==> src/rtl/cnp_pkg.sv <==
package cnp_pkg;
  localparam int MSG_W   = 6;
  localparam int DC_MAX  = 16;
  localparam int MAG_W   = MSG_W - 1;
  localparam int IDX_W   = $clog2(DC_MAX);
  localparam int SAT_MAX = 2 ** (MSG_W - 1) - 1;

  typedef logic signed [MSG_W-1:0] msg_t;
  typedef logic [MAG_W-1:0]        mag_t;
  typedef logic [IDX_W-1:0]        idx_t;

  typedef struct packed {
    mag_t              min1;
    mag_t              min2;
    idx_t              idx;
    logic              tot;
    logic [DC_MAX-1:0] sgn;
  } rec_t;

  function automatic msg_t sat_add(msg_t a, msg_t b, logic sub);
    int s;
    s = sub ? int'(a) - int'(b) : int'(a) + int'(b);
    if (s > SAT_MAX) s = SAT_MAX;
    else if (s < -SAT_MAX) s = -SAT_MAX;
    return msg_t'(s);
  endfunction

  function automatic mag_t mag_of(msg_t v);
    int m;
    m = int'(v);
    if (m < 0) m = -m;
    if (m > SAT_MAX) m = SAT_MAX;
    return mag_t'(m);
  endfunction

  function automatic msg_t ctv_of(rec_t r, idx_t k);
    int n;
    mag_t m;
    m = (k == r.idx) ? r.min2 : r.min1;
    n = (3 * int'(m)) >>> 2;
    return (r.tot ^ r.sgn[k]) ? msg_t'(-n) : msg_t'(n);
  endfunction
endpackage

==> src/rtl/cnp_layer_store.sv <==
module cnp_layer_store
  import cnp_pkg::*;
#(
  parameter int NUM_LAYERS = 8,
  localparam int LAY_W = (NUM_LAYERS > 1) ? $clog2(NUM_LAYERS) : 1
) (
  input  logic             clk_i,
  input  logic             rst_ni,
  input  logic [LAY_W-1:0] rd_sel_i,
  output rec_t             rd_rec_o,
  input  logic             wr_en_i,
  input  logic [LAY_W-1:0] wr_sel_i,
  input  rec_t             wr_rec_i
);
  rec_t mem_q [NUM_LAYERS];

  assign rd_rec_o = mem_q[rd_sel_i];

  always_ff @(posedge clk_i or negedge rst_ni) begin
    if (!rst_ni) begin
      for (int i = 0; i < NUM_LAYERS; i++) mem_q[i] <= '0;
    end else if (wr_en_i) begin
      mem_q[wr_sel_i] <= wr_rec_i;
    end
  end
endmodule

==> src/rtl/cnp_min_track.sv <==
module cnp_min_track
  import cnp_pkg::*;
(
  input  logic clk_i,
  input  logic rst_ni,
  input  logic en_i,
  input  logic first_i,
  input  idx_t k_i,
  input  msg_t vtc_i,
  output rec_t next_o
);
  rec_t acc_q, base;
  mag_t m;

  always_comb begin
    if (first_i) begin
      base      = '0;
      base.min1 = '1;
      base.min2 = '1;
    end else begin
      base = acc_q;
    end
    m      = mag_of(vtc_i);
    next_o = base;
    if (m < base.min1) begin
      next_o.min2 = base.min1;
      next_o.min1 = m;
      next_o.idx  = k_i;
    end else if (m < base.min2) begin
      next_o.min2 = m;
    end
    next_o.tot      = base.tot ^ vtc_i[MSG_W-1];
    next_o.sgn[k_i] = vtc_i[MSG_W-1];
  end

  always_ff @(posedge clk_i or negedge rst_ni) begin
    if (!rst_ni) acc_q <= '0;
    else if (en_i) acc_q <= next_o;
  end
endmodule

==> src/rtl/cnp_edge_buffer.sv <==
module cnp_edge_buffer
  import cnp_pkg::*;
#(
  parameter int NUM_CTX = 2
) (
  input  logic clk_i,
  input  logic wr_en_i,
  input  logic wr_ctx_i,
  input  idx_t wr_idx_i,
  input  msg_t wr_data_i,
  input  logic rd_ctx_i,
  input  idx_t rd_idx_i,
  output msg_t rd_data_o
);
  msg_t bank_rd [NUM_CTX];

  for (genvar c = 0; c < NUM_CTX; c++) begin : g_ctx
    msg_t mem_q [DC_MAX];
    always_ff @(posedge clk_i) begin
      if (wr_en_i && (wr_ctx_i == 1'(c))) mem_q[wr_idx_i] <= wr_data_i;
    end
    assign bank_rd[c] = mem_q[rd_idx_i];
  end

  assign rd_data_o = bank_rd[rd_ctx_i];
endmodule

==> src/rtl/so_check_node_proc.sv <==
module so_check_node_proc
  import cnp_pkg::*;
#(
  parameter int NUM_LAYERS = 8,
  localparam int LAY_W = (NUM_LAYERS > 1) ? $clog2(NUM_LAYERS) : 1
) (
  input  logic             clk_i,
  input  logic             rst_ni,
  input  logic             in_valid_i,
  input  logic             in_first_i,
  input  logic             in_last_i,
  input  logic [LAY_W-1:0] in_layer_i,
  input  logic             in_iter0_i,
  input  msg_t             in_so_i,
  output logic             out_valid_o,
  output msg_t             out_so_o
);
  idx_t             cnt_q, k;
  logic [LAY_W-1:0] lay_q, lay;
  logic             iter0_q, zero, rd_ctx_q, close;
  rec_t             rec_old, rec_new;
  msg_t             ctv_old, vtc;

  rec_t wb_rec_q;
  idx_t wb_cnt_q, wb_last_q;
  logic wb_ctx_q, wb_act_q;
  msg_t vtc_wb, so_new;

  assign k       = in_first_i ? '0 : cnt_q;
  assign lay     = in_first_i ? in_layer_i : lay_q;
  assign zero    = in_first_i ? in_iter0_i : iter0_q;
  assign close   = in_valid_i && in_last_i;
  assign ctv_old = zero ? '0 : ctv_of(rec_old, k);
  assign vtc     = sat_add(in_so_i, ctv_old, 1'b1);

  cnp_layer_store #(.NUM_LAYERS(NUM_LAYERS)) u_store (
    .clk_i, .rst_ni,
    .rd_sel_i(lay), .rd_rec_o(rec_old),
    .wr_en_i(close), .wr_sel_i(lay), .wr_rec_i(rec_new)
  );

  cnp_min_track u_track (
    .clk_i, .rst_ni,
    .en_i(in_valid_i), .first_i(in_first_i), .k_i(k), .vtc_i(vtc), .next_o(rec_new)
  );

  cnp_edge_buffer #(.NUM_CTX(2)) u_buf (
    .clk_i,
    .wr_en_i(in_valid_i), .wr_ctx_i(rd_ctx_q), .wr_idx_i(k), .wr_data_i(vtc),
    .rd_ctx_i(wb_ctx_q), .rd_idx_i(wb_cnt_q), .rd_data_o(vtc_wb)
  );

  // read side
  always_ff @(posedge clk_i or negedge rst_ni) begin
    if (!rst_ni) begin
      cnt_q    <= '0;
      lay_q    <= '0;
      iter0_q  <= 1'b0;
      rd_ctx_q <= 1'b0;
    end else if (in_valid_i) begin
      cnt_q <= idx_t'(k + 1'b1);
      if (in_first_i) begin
        lay_q   <= in_layer_i;
        iter0_q <= in_iter0_i;
      end
      if (in_last_i) rd_ctx_q <= ~rd_ctx_q;
    end
  end

  // write-back side; a closing layer overrides the context as its last item leaves
  assign so_new = sat_add(vtc_wb, ctv_of(wb_rec_q, wb_cnt_q), 1'b0);

  always_ff @(posedge clk_i or negedge rst_ni) begin
    if (!rst_ni) begin
      wb_rec_q  <= '0;
      wb_cnt_q  <= '0;
      wb_last_q <= '0;
      wb_ctx_q  <= 1'b0;
      wb_act_q  <= 1'b0;
    end else if (close) begin
      wb_rec_q  <= rec_new;
      wb_cnt_q  <= '0;
      wb_last_q <= k;
      wb_ctx_q  <= rd_ctx_q;
      wb_act_q  <= 1'b1;
    end else if (wb_act_q) begin
      wb_cnt_q <= idx_t'(wb_cnt_q + 1'b1);
      if (wb_cnt_q == wb_last_q) wb_act_q <= 1'b0;
    end
  end

  always_ff @(posedge clk_i or negedge rst_ni) begin
    if (!rst_ni) begin
      out_valid_o <= 1'b0;
      out_so_o    <= '0;
    end else begin
      out_valid_o <= wb_act_q;
      if (wb_act_q) out_so_o <= so_new;
    end
  end
endmodule

==> config.mk <==
export PLATFORM = sky130hd
export DESIGN_NAME = so_check_node_proc
export DESIGN_NICKNAME = d
export VERILOG_FILES = /design/src/rtl/cnp_pkg.sv /design/src/rtl/cnp_layer_store.sv /design/src/rtl/cnp_min_track.sv /design/src/rtl/cnp_edge_buffer.sv /design/src/rtl/so_check_node_proc.sv
export SDC_FILE = /design/constraint.sdc
export NUM_CORES = 1
export LEC_CHECK = 0
export ABC_AREA = 1
export BUFFER_PORTS_ARGS = -buffer_cell sky130_fd_sc_hd__buf_4
export CAP_MARGIN = 40
export CORE_AREA = 4 4 215 217
export CTS_BUF_LIST = sky130_fd_sc_hd__clkbuf_4
export DETAILED_ROUTE_END_ITERATION = 7
export DIE_AREA = 0 0 219 221
export PLACE_DENSITY_LB_ADDON = 0.15
export SLEW_MARGIN = 20
export SYNTH_ARGS = -nofsm -noshare
export SYNTH_HDL_FRONTEND = slang
export SYNTH_HIERARCHICAL = 1
export SYNTH_SLANG_ARGS = --single-unit
==> constraint.sdc <==
create_clock -name clk_i -period 8.6 [get_ports clk_i]
set_input_delay 0.43 -clock clk_i [delete_from_list [all_inputs] [get_ports clk_i]]
set_output_delay 0.43 -clock clk_i [all_outputs]
set_load 0.1 [all_outputs]
# Word level (Yosys, flattened, before mapping)
# Memories as Yosys holds them, arrays and structs flattened.
# Cells that the tools add are included.
word_totals:
  reg_bits: 336
  mem_bits_rw: 192
  in_bits: 15
  mem_count: 2
classes:
  n_addsub: 7
  n_mul: 2
  order_cmp: 14
  n_eq_ne: 3
  muxes: 44
  bitwise: 6
  n_reduce_logical: 7
mem_list:
  columns: ["name", "words", "width", "rd", "rd_ports_with_merged_regs", "write_ports", "line", "rtl"]
  rows:
  - ["u_buf.g_ctx[0].mem_q", 16, 6, 1, 0, 1, "cnp_edge_buffer.sv:18", "msg_t mem_q [DC_MAX];"]
  - ["u_buf.g_ctx[1].mem_q", 16, 6, 1, 0, 1, "cnp_edge_buffer.sv:18", null]
op_table:
  columns: ["cell", "count"]
  rows:
  - ["$bwmux W248", 1]
  - ["$mux W31", 4]
  - ["$bmux W31 S3", 1]
  - ["$demux W31 S3", 1]
  - ["$mux W6", 10]
  - ["$gt A32 B6 Y1 const B", 1]
  - ["$mux W32", 1]
  - ["$neg A6 Y32", 1]
  - ["$mux W5", 6]
  - ["$bwmux W16", 1]
  - ["$mux W4", 4]
  - ["$gt A7 B6 Y1 const B", 2]
  - ["$lt A7 B6 Y1 const B", 2]
  - ["$mul A2 B5 Y7 const A", 2]
  - ["$eq A4 B4 Y1", 3]
  - ["$neg A5 Y6", 2]
  - ["$mux W1", 11]
  - ["$lt A4 B5 Y1 const B", 2]
  - ["$lt A5 B5 Y1", 2]
  - ["$add A4 B1 Y4 const B", 2]
  - ["$bmux W1 S4", 2]
  - ["$add A6 B6 Y7", 1]
  - ["$sub A6 B6 Y7", 1]
  - ["$lt A6 B1 Y1 const B", 1]
  - ["other kinds (13)", 19]

# Longest topological paths before layout
depth:
  ltp_word: 23
  ltp_mapped: 61
  ltp_nobuf: 56

# By module
# Netlist, hierarchy kept.
by_module_without_submodules:
  columns: ["module", "n_inst", "cells_each", "area_per_inst_um2", "seq_area_each_um2"]
  rows:
  - ["cnp_layer_store", 1, 1664, 12062.8, 6206.0]
  - ["cnp_edge_buffer", 1, 716, 8008.9, 5765.5]
  - ["so_check_node_proc", 1, 569, 4126.5, 1426.4]
  - ["cnp_min_track", 1, 319, 2124.5, 775.7]

# Worst setup path before layout
# OpenSTA, ideal clock, no wires.
synth_path:
  path_type: "input to register"
  start: "input port in_first_i"
  end: "register u_store/mem_q[179] (netlist name)"
  setup_time_ns: 0.130
  arrival_ns: 8.620
  required_time_ns: 8.470
  slack_ns: -0.150
  stages: 52
  path_cell_list: "inv_2 buf_6 o21ai_0 buf_2 clkbuf_1 nand3_1 nand2_1 nand2_1 nand2_1 inv_1 nand3_2 nand2_2 nor2_8 nand3_1 nand2_1 nand2_1 nand2_1 inv_1 [16 not listed] nand2_1 o21ai_0 inv_2 ha_1 nor2_1 xor2_1 nand2_1 ha_1 a21oi_1 o21ai_0 nor2_1 nand2_8 inv_4 buf_6 nand2_1 and2_1 inv_1 o21ai_0"
synth_rtl:
  columns: ["element", "line", "rtl"]
  rows:
  - ["start, declared", "so_check_node_proc.sv:10", "input logic in_first_i,"]
  - ["end signal, assigned by index", "cnp_layer_store.sv:23", "mem_q[wr_sel_i] <= wr_rec_i;"]
  - ["end, declared", "cnp_layer_store.sv:15", "rec_t mem_q [NUM_LAYERS];"]

==> flow_summary.ini <==
[sta]
max_freq_mhz = 126.9
setup_violations = 0
hold_violations = 0
post-route-period-util_pct = 91.60
worst_pin_slew_ns = 0.9631
clock_skew_ns = 0.07142
slew_headroom_pct = 35.79
rsz0062_at_grt = no
slew_viol_final = 0
final.setup.tns_ns = 0
fin_crit_ns = 7.878

[synth]
yosysTopAreaCell = dfrtp_1
yosysMostFrequentCell = nand2_1
synth_cells = 3268
synth_compound_area_share_pct = 7.106
synthTopCellsByCount = nand2_1 (1281), inv_1 (366), nand3_1 (345)
synth_fa_ha_area_share_pct = 1.939
syn-num-nets = 3322
ys.flop_type = dfrtp_1
synth_top_area_share_pct = 31.94
synth-xor-area-share_pct = 0.8889
synth.distinct_cells = 48
synth_top_family_by_area = simple AND/OR/NAND/NOR gates
ys_warn_count = 6
avgSynthCellArea_um2 = 8.055
synth_edf_count = 192
synthTopCellsByArea = dfrtp_1 (32%), edfxtp_1 (22%), nand2_1 (18%), nand3_1 (6.6%), o21ai_0 (5.6%)
synth_mux_area_share_pct = 0.04278
synth_area_mm2 = 0.02632
synth-simple-area-share_pct = 27.77
synth-seq-area-share_pct = 53.85
ys_seq_elements = 528
synthArstFlopShare_pct = 63.64

[die]
start_util_pct = 59.66
io-pin-count = 22
die_h_um = 221
coreArea_mm2 = 0.04412
rows = 77
fp.dieArea_mm2 = 0.04840
die_x_um = 219

[route]
wire_per_inst_um = 16.54
drt_iter0_drc = 2203
remaining_drc_errors = 0
drtAntennaViolNets = 0
firstDrtPassIters = 6
vias = 21859
drt-total-wl_um = 66590
via_per_inst = 5.429

[cts]
path_clk_slew_ns = 0.07
clkLatencyLatePin_ns = 0.93
numCtsBuffers = 143
cts_buffer_depth = 3
root_buffer = clkbuf_4
tritoncts = yes
h-tree-depth = 4
clkSinkCount = 528

[global_routing]
grt-ovfl-total = 0
antenna_found_initial = 2
grt_pass1_vias = 21633
grt_pass1_wl_um = 110300
grt.total_usage_pct = 28.34
grt_max_degree = 176

[placed_design]
portBuffers = 21
dp_hpwl_um = 42230
dp.cells = 3769
place_congestion = 0.9151

[setup_path]
crit_start = in_first_i
worstSetupEndpoint = u_store/mem_q[85]
endpoint_kind = flop
crit_type = input pin to flop
r2r-end = u_store/mem_q[85]
path_max_fanout = 31
rrSetupSlack_ns = 0.87
path_common_cell = nand2_1
max_stage_delay_ns = 0.54
r2r_cells = 49
cp_data_arrival_time_ns = 8.61
required_ns = 9.33
critPathLaunchType = input pin
cpMaxStageDelayCell = dlygate4sd3_1
rr_startpoint = lay_q[1]

[final_layout]
area_growth_pct = 9.954
n_fill_cell = 3825
multi_input_area_mm2 = 0.009983
regArea_mm2 = 0.01418
drive_above_1_share_pct = 10.87
layout.nets = 3384
fin_cells = 4026

[outcome]
status = finished, final reports clean

[min_path]
hold_path.class = input pin to asynchronous set/reset pin

[run]
drv_cap = 0
==> cell families after synthesis <==
| group | count (synthesis) |
|---|---|
| AO/OA/AOI/OAI | 361 |
| multiplexers | 1 |
| flip-flops | 528 |
| AND/OR/NAND/NOR | 1770 |
| adder cells (fa/ha/maj) | 39 |
| buffers and inverters | 544 |
| XOR/XNOR | 25 |
==> placed cells by master, fill, tap and decap left out, drive strengths merged, types with 2 or more instances in the layout <==
cell type,netlist,routed
nand3,349,349
nor2,92,92
o21ai,326,326
o21a,2,2
o221ai,3,3
fa,3,3
ha,36,36
and2,5,5
o211ai,2,2
nand3b,8,8
buf,84,69
a21oi,22,22
dlygate4sd3,0,8
nor3,4,4
bufinv,0,5
nand2,1302,1302
clkbuf,76,220
or2,2,2
inv,382,387
xnor2,14,14
clkinv,2,18
edfxtp,192,192
xor2,11,11
diode,0,3
dfrtp,336,336
nand4,5,5
a22o,2,2
nor4,3,3
==> through the flow <==
step	util (%)	hold WS [ns]	setup WS (ns)	area, µm²
2_1_floorplan	-	0.1344	0.008280	26320
6_report	65.59	0.1718	0.7225	28940
4_1_cts	65.54	0.08156	0.6078	28920
3_5_place_dp	61.08	0.4597	0.1764	26950
3_3_place_gp	60.86	0.4622	0.5237	26860
5_1_grt	65.59	0.1663	0.009353	28940
==> metal layers <==
| metal | vias to the layer above | part of all wire (%) | track usage [%] |
|---|---|---|---|
| li1 | 10573 | - | - |
| met1 | 10321 | 42 | 37.83 |
| met2 | 829 | 48 | 45.85 |
| met3 | 136 | 7.1 | 5.871 |
| met4 | 0 | 2.5 | 11.05 |
| met5 | - | 0 | 0 |
==> flip-flops by register name (all words and copies together), names as in the netlist <==
register           flops
wb_rec_q              31
wb_act_q               1
cnt_q                  4
out_so_o               6
iter0_q                1
wb_cnt_q               4
u_track/acc_q         31
lay_q                  3
u_store/mem_q        248
out_valid_o            1
wb_ctx_q               1
rd_ctx_q               1
u_buf/g_ctx.mem_q    192
wb_last_q              4
==> how the worst min path moves through the flow <==
| stage | start | slack, ns | end | depth (start not counted) |
|---|---|---|---|---|
| 5_1_grt | rst_ni | 0.17 | u_store/mem_q[124] | 2 |
| 6_report | rst_ni | 0.17 | u_store/mem_q[134] | 2 |
| 2_1_floorplan | rst_ni | 0.13 | cnt_q[0] | 0 |
| 3_3_place_gp | u_track/acc_q[21] | 0.46 | u_track/acc_q[21] | 2 |
| 4_1_cts | rst_ni | 0.08 | u_store/mem_q[155] | 2 |
| 3_5_place_dp | u_track/acc_q[21] | 0.46 | u_track/acc_q[21] | 2 |
==> critical path: cells and delay by family <==
kind / cells / cell delay, ns
buf+inv: 12 / 1.93
xor+xnor: 3 / 0.71
fa+ha+maj: 5 / 1.44
simple gates: 26 / 3.12
compound gates: 7 / 0.94
==> cell type report <==
| class | instances | share of cell area (%) |
|---|---|---|
| antenna | 3 | 0.02594 |
| clock buffer | 220 | 5.706 |
| clock inverter | 26 | 0.8127 |
| inverter | 384 | 5.015 |
| multi-input combinational | 2196 | 34.49 |
| sequential | 528 | 48.98 |
| tap | 592 | 2.559 |
| timing repair buffer | 77 | 2.408 |
==> repair_timing <==
action | 4_1_cts | 5_1_grt
gates resized for setup | 0 | 7
setup endpoints to repair | 0 | 119
setup buffers | 0 | 0
hold buffers | 8 | 0
endpoints found under the hold margin | 162 | 0
Power is not shown: default switching activity piles up to over one toggle a cycle in this logic, so the estimate is an artifact.
